===== src/rtl/wdog_guarded_pkg.sv =====
package wdog_guarded_pkg;

  typedef enum logic [1:0] {
    GATE_LOCKED = 2'd0,
    GATE_HALF   = 2'd1,
    GATE_OPEN   = 2'd2
  } gate_state_e;

  // True when the counter value is the last one before expiry.
  function automatic logic at_limit(input int unsigned cnt, input int unsigned limit);
    return cnt == (limit - 1);
  endfunction

  // Number of window clocks left after the current one.
  function automatic int unsigned window_load(input int unsigned slots);
    return (slots > 0) ? slots - 1 : 0;
  endfunction

endpackage


===== src/rtl/wdog_ta_gate.sv =====
module wdog_ta_gate
  import wdog_guarded_pkg::*;
#(
  parameter int ADDR_W   = 4,
  parameter int WIN_CLKS = 4,
  parameter logic [ADDR_W-1:0] KEY_ADDR  = 4'hE,
  parameter logic [ADDR_W-1:0] CTRL_ADDR = 4'h7,
  parameter logic [ADDR_W-1:0] PRIO_ADDR = 4'h8,
  parameter logic [7:0] KEY_FIRST  = 8'hAA,
  parameter logic [7:0] KEY_SECOND = 8'h55
) (
  input  logic              clk,
  input  logic              rst_n,
  input  logic              sys_rst,
  input  logic              wr_en,
  input  logic [ADDR_W-1:0] wr_addr,
  input  logic [7:0]        wr_data,
  output logic              gate_open,
  output logic              prot_accept,
  output logic              key_bad
);

  localparam int WIN_W = (WIN_CLKS > 1) ? $clog2(WIN_CLKS) : 1;
  localparam logic [WIN_W-1:0] WIN_LOAD = WIN_W'(window_load(WIN_CLKS));

  gate_state_e      state_q, state_d;
  logic [WIN_W-1:0] win_q, win_d;
  logic             key_wr, prot_target;

  assign key_wr      = wr_en && (wr_addr == KEY_ADDR);
  assign prot_target = wr_en && ((wr_addr == CTRL_ADDR) || (wr_addr == PRIO_ADDR));
  assign gate_open   = (state_q == GATE_OPEN);
  assign prot_accept = gate_open && prot_target;
  assign key_bad     = key_wr &&
                       !((state_q == GATE_LOCKED) && (wr_data == KEY_FIRST)) &&
                       !((state_q == GATE_HALF)   && (wr_data == KEY_SECOND)) &&
                       !((state_q == GATE_OPEN)   && (wr_data == KEY_FIRST));

  always_comb begin
    state_d = state_q;
    win_d   = win_q;
    if (sys_rst) begin
      state_d = GATE_LOCKED;
      win_d   = '0;
    end else begin
      unique case (state_q)
        GATE_LOCKED: begin
          if (key_wr && (wr_data == KEY_FIRST)) state_d = GATE_HALF;
        end
        GATE_HALF: begin
          if (key_wr && (wr_data == KEY_SECOND)) begin
            state_d = GATE_OPEN;
            win_d   = WIN_LOAD;
          end else begin
            state_d = GATE_LOCKED;
          end
        end
        GATE_OPEN: begin
          if (key_wr) begin
            state_d = (wr_data == KEY_FIRST) ? GATE_HALF : GATE_LOCKED;
          end else if (prot_target) begin
            state_d = GATE_LOCKED;
          end else if (win_q == '0) begin
            state_d = GATE_LOCKED;
          end else begin
            win_d = win_q - 1'b1;
          end
        end
        default: state_d = GATE_LOCKED;
      endcase
    end
  end

  always_ff @(posedge clk or negedge rst_n) begin
    if (!rst_n) begin
      state_q <= GATE_LOCKED;
      win_q   <= '0;
    end else begin
      state_q <= state_d;
      win_q   <= win_d;
    end
  end

endmodule


===== src/rtl/wdog_ctrl_regs.sv =====
module wdog_ctrl_regs #(
  parameter int ADDR_W  = 4,
  parameter int EN_BIT  = 0,
  parameter int RST_BIT = 7,
  parameter logic [ADDR_W-1:0] CTRL_ADDR = 4'h7,
  parameter logic [ADDR_W-1:0] PRIO_ADDR = 4'h8
) (
  input  logic              clk,
  input  logic              rst_n,
  input  logic              prot_accept,
  input  logic [ADDR_W-1:0] wr_addr,
  input  logic [7:0]        wr_data,
  output logic              enable,
  output logic              restart
);

  logic en_q;

  always_ff @(posedge clk or negedge rst_n) begin
    if (!rst_n) begin
      en_q <= 1'b0;
    end else if (prot_accept && (wr_addr == CTRL_ADDR)) begin
      en_q <= wr_data[EN_BIT];
    end
  end

  assign enable  = en_q;
  assign restart = prot_accept && (wr_addr == PRIO_ADDR) && wr_data[RST_BIT];

endmodule


===== src/rtl/wdog_count.sv =====
module wdog_count
  import wdog_guarded_pkg::*;
#(
  parameter int TIMEOUT = 122880,
  parameter int CNT_W   = $clog2(TIMEOUT)
) (
  input  logic             clk,
  input  logic             rst_n,
  input  logic             sys_rst,
  input  logic             enable,
  input  logic             restart,
  input  logic             tick,
  output logic [CNT_W-1:0] count,
  output logic             expire
);

  logic [CNT_W-1:0] cnt_q;
  logic             pulse_q;
  logic             last;

  assign last = at_limit(int'(cnt_q), TIMEOUT);

  always_ff @(posedge clk or negedge rst_n) begin
    if (!rst_n) begin
      cnt_q   <= '0;
      pulse_q <= 1'b0;
    end else begin
      pulse_q <= 1'b0;
      if (sys_rst || restart || !enable) begin
        cnt_q <= '0;
      end else if (tick) begin
        if (last) begin
          cnt_q   <= '0;
          pulse_q <= 1'b1;
        end else begin
          cnt_q <= cnt_q + 1'b1;
        end
      end
    end
  end

  assign count  = cnt_q;
  assign expire = pulse_q;

endmodule


===== src/rtl/wdog_guarded.sv =====
module wdog_guarded #(
  parameter int TIMEOUT  = 122880,
  parameter int WIN_CLKS = 4,
  parameter int ADDR_W   = 4,
  parameter int EN_BIT   = 0,
  parameter logic [ADDR_W-1:0] KEY_ADDR  = 4'hE,
  parameter logic [ADDR_W-1:0] CTRL_ADDR = 4'h7,
  parameter logic [ADDR_W-1:0] PRIO_ADDR = 4'h8
) (
  input  logic              clk,
  input  logic              rst_n,
  input  logic              sys_rst,
  input  logic              tick,
  input  logic              wr_en,
  input  logic [ADDR_W-1:0] wr_addr,
  input  logic [7:0]        wr_data,
  output logic              wd_enabled,
  output logic              expire_pulse,
  output logic              ta_open
);

  localparam int CNT_W = $clog2(TIMEOUT);

  logic             prot_accept;
  logic             key_bad;
  logic             restart_evt;
  logic [CNT_W-1:0] cnt_w;

  wdog_ta_gate #(
    .ADDR_W(ADDR_W), .WIN_CLKS(WIN_CLKS),
    .KEY_ADDR(KEY_ADDR), .CTRL_ADDR(CTRL_ADDR), .PRIO_ADDR(PRIO_ADDR)
  ) u_gate (
    .clk(clk), .rst_n(rst_n), .sys_rst(sys_rst),
    .wr_en(wr_en), .wr_addr(wr_addr), .wr_data(wr_data),
    .gate_open(ta_open), .prot_accept(prot_accept), .key_bad(key_bad)
  );

  wdog_ctrl_regs #(
    .ADDR_W(ADDR_W), .EN_BIT(EN_BIT), .RST_BIT(7),
    .CTRL_ADDR(CTRL_ADDR), .PRIO_ADDR(PRIO_ADDR)
  ) u_regs (
    .clk(clk), .rst_n(rst_n), .prot_accept(prot_accept),
    .wr_addr(wr_addr), .wr_data(wr_data),
    .enable(wd_enabled), .restart(restart_evt)
  );

  wdog_count #(.TIMEOUT(TIMEOUT), .CNT_W(CNT_W)) u_count (
    .clk(clk), .rst_n(rst_n), .sys_rst(sys_rst),
    .enable(wd_enabled), .restart(restart_evt), .tick(tick),
    .count(cnt_w), .expire(expire_pulse)
  );

endmodule


===== config.mk =====
export PLATFORM = sky130hd
export DESIGN_NAME = wdog_guarded
export DESIGN_NICKNAME = d
export VERILOG_FILES = /design/src/rtl/wdog_guarded_pkg.sv /design/src/rtl/wdog_ta_gate.sv /design/src/rtl/wdog_ctrl_regs.sv /design/src/rtl/wdog_count.sv /design/src/rtl/wdog_guarded.sv
export SDC_FILE = /design/constraint.sdc
export NUM_CORES = 1
export LEC_CHECK = 0
export ABC_AREA = 1
export BUFFER_PORTS_ARGS = -buffer_cell sky130_fd_sc_hd__buf_2
export CAP_MARGIN = 10
export CORE_UTILIZATION = 51
export CTS_CLUSTER_DIAMETER = 200
export DETAILED_ROUTE_END_ITERATION = 12
export GPL_TIMING_DRIVEN = 0
export PLACE_DENSITY = 0.75
export SYNTH_ARGS = -nofsm -noshare
export SYNTH_HDL_FRONTEND = slang
export SYNTH_SLANG_ARGS = --single-unit

===== constraint.sdc =====
create_clock -name clk -period 1.41 [get_ports clk]
set_input_delay 0.0705 -clock clk [delete_from_list [all_inputs] [get_ports clk]]
set_output_delay 0.0705 -clock clk [all_outputs]
set_load 0.01 [all_outputs]

==> impl_metrics.ini <==
[status]
outcome = finished, final reports clean

[clock_tree]
cts_htree_levels = 1
clock-sinks = 23
clk_pin_slew_ns = 0.14
cts_root_buf = clkbuf_4
cts_tree = yes
cts_buffers = 3
clock_latency_ns = 0.33
clockBufferDepth = 2

[floorplan]
die_x_microns = 57.11
dieHeight_microns = 57.11
core_area_sq_um = 2805
initial_core_util_pct = 55.22
rows = 19
top_level_ports = 20
die-area_sq_um = 3262

[setup_path]
path_cells = ha_4, nand2_4, nor2_4, nand4_1, nor2_4, nor2_4, nand2_1, nand2_1
slowest_delay_ns = 0.41
r2r-start = u_count.count[1]
crit_path_frequent_cell = nor2_4
critPathMaxFanout = 5
endpoint_kind = flop
critPathLaunchType = flop
cp.arrival_ns = 1.63
slowest_stage = dfrtp_1
critical_path_class = reg -> reg
cp_data_required_time_ns = 1.63
startpoint = u_count.count[1]

[finish]
antenna_cells = 0
final_nets = 275
layout-drive-gt1-share_pct = 23.53
area_growth_pct = 19.79
finish.instance_area_sq_um = 1856

[power_and_ir_drop]
power.internal_uw = 810.4
p_leak_uw = 0.0008948
power_switching_uw = 264.2
irDropWorstVdd_uv = 527.2
switching_share_pct = 24.59
power_frac_comb_pct = 8.0
seqPwrFrac_pct = 62.2
power_density_nw_per_um2 = 579.2
p_clk_share_pct = 29.8

[routing]
ant_nets = 0
firstDrtPassIters = 4
post_drt_wl_per_cell_microns = 11.69
drt-total-wl_microns = 3342
met1_length_microns = 1587
viasPerCell = 4.997
highest_layer = met4
dr_wl_met3_microns = 109
drc = 0
wl_met2_microns = 1627
drt-initial-drc-count = 102
num_vias = 1429

[yosys]
synth-seq-area-share_pct = 37.16
ys.flop_type = dfrtp_1
ys_warn_count = 0
ys_top_cells_by_count = 74 x nand2_1, 30 x inv_1, 24 x nor2_1
async_flop_share_pct = 100.0
synth_edf_count = 0
synth_top_area_share_pct = 37.16
ys_ff_latch = 23
synth.most_common_cell = nand2_1
synth_area_leader_cell = dfrtp_1
avgSynthCellArea_sq_um = 6.977
synth_nets = 241
syn_inst = 222
synth_area_leaders = dfrtp_1 37%, nand2_1 18%, inv_1 7.3%, nor2_1 5.8%, xor2_1 4.0%
synth_cell_types = 25
netlist_area_sq_um = 1549

[placed_design]
dp_hpwl_microns = 2275
port_buffers = 19
gp_congestion = 0.8092
placed_area_sq_um = 1683

[worst_hold_path]
holdCritPathClass = in -> reg
hold_start = wr_data[0]

[global_routing]
gr-usage-all-layers_pct = 21.77
grt_max_degree = 24
grt_pass1_vias = 1266
antenna_found_initial = 0
grt_overflow_total = 0
grt_pass1_wl_microns = 5437

[sta]
slew_headroom_pct = 66.23
rsz0062_at_grt = true
worstMarginPinSlew_ns = 0.5065
finalCritPeriodShare_pct = 99.88
skew_ns = 0.01725
timing.hold.ws_ns = 0.03114
fmax_mhz = 710.0
setup-violations-final = 0
slew_violations = 0
hold_viol_final = 0
period_needed_ns = 1.408

[flow_run]
drv_cap = 0
-- what timing repair did --
action | in CTS | in global routing
cloned | 0 | 1
gates resized for setup | 2 | 14
endpoints found under the setup margin | 12 | 14
endpoints found under the hold margin | 24 | 0
hold buffers | 2 | 0
pin swaps | 2 | 13
setup buffers | 4 | 3
-- flip-flops by register name (all words and copies together), names as in the netlist --
signal / flops
u_count.expire: 1
u_gate.state_q: 2
u_regs.enable: 1
u_gate.win_q: 2
u_count.count: 17
-- power by group through the flow --
| stage | clock (uW) | sequential, uW | combinational, uW |
|---|---|---|---|
| after floorplan | 0 | 680 | 34.9 |
| after global placement | 0 | 681 | 78.8 |
| after detailed placement | 0 | 681 | 81.3 |
| after CTS | 328 | 668 | 85.9 |
| after global routing | 350 | 669 | 101 |
| final | 321 | 668 | 86.1 |
-- worst max-delay path: cells and delay by family (launching register included) --
family | cells | cell delay [ns]
flip-flops | 1 | 0.41
AND/OR/NAND/NOR | 7 | 0.74
adder cells (fa/ha/maj) | 1 | 0.17
-- cells by family (layout without fill, tap and decap cells) --
| group | after synthesis | count (layout) | share of synthesized area, % |
|---|---|---|---|
| AND/OR/NAND/NOR | 142 | 143 | 42.73 |
| XOR/XNOR | 12 | 12 | 6.785 |
| adder cells (fa/ha/maj) | 2 | 2 | 1.615 |
| flip-flops | 23 | 23 | 37.16 |
| AO/OA/AOI/OAI | 9 | 9 | 2.988 |
| buffers and inverters | 34 | 66 | 8.724 |
-- cell type report --
class / instances / area [sq um]
Fill cell: 251 / 949.7
Inverter: 33 / 123.9
Buffer: 1 / 11.26
Tap cell: 31 / 38.79
Clock buffer: 4 / 26.28
Multi-Input combinational cell: 166 / 909.6
Sequential cell: 23 / 578.1
Timing Repair Buffer: 28 / 167.7
-- worst paths after layout --
check | slack [ns] | endpoint | cells after the start
max | 0.002 | u_count.count[1] | 8
min | 0.03 | u_regs.enable | 3
max reg2reg | 0.002 | u_count.count[1] | 8
min reg2reg | 0.53 | u_gate.state_q[0] | 1
max in group asynchronous | 0.80 | u_count.count[2] | 2
min in group asynchronous | 0.22 | u_count.count[16] | 2
-- per-layer routing --
layer,GRT usage (%),up-vias
li1,-,754
met1,30.03,653
met2,34.29,20
met3,4.762,2
met4,6.969,0
met5,0,-
-- per-stage QoR --
step                      std cells  power [uW]  utilization, %  worst slack [ns]  setup TNS (ns)
after global routing            286        1119           66.15          -0.08158         -0.6170
after floorplan                 222       714.8               -           0.06349               0
final                           286        1075           66.15          0.001642               0
after global placement          272       759.4           59.99          -0.08823         -0.6233
after CTS                       282        1081           62.98          0.006007               0
after detailed placement        272       761.8           59.99           -0.1238         -0.7766
-- cell usage in the layout, fill, tap and decap left out, drive strengths merged, types with 2 or more instances in the layout --
master        n
clkbuf        4
o21ai         7
nor3          6
nand2        77
buf          27
ha            2
clkinv        2
nor2         35
dfrtp        23
nand3        14
dlygate4sd3   2
nand4         9
xor2          7
xnor2         5
inv          31
Power figures use the tool's default switching activity.
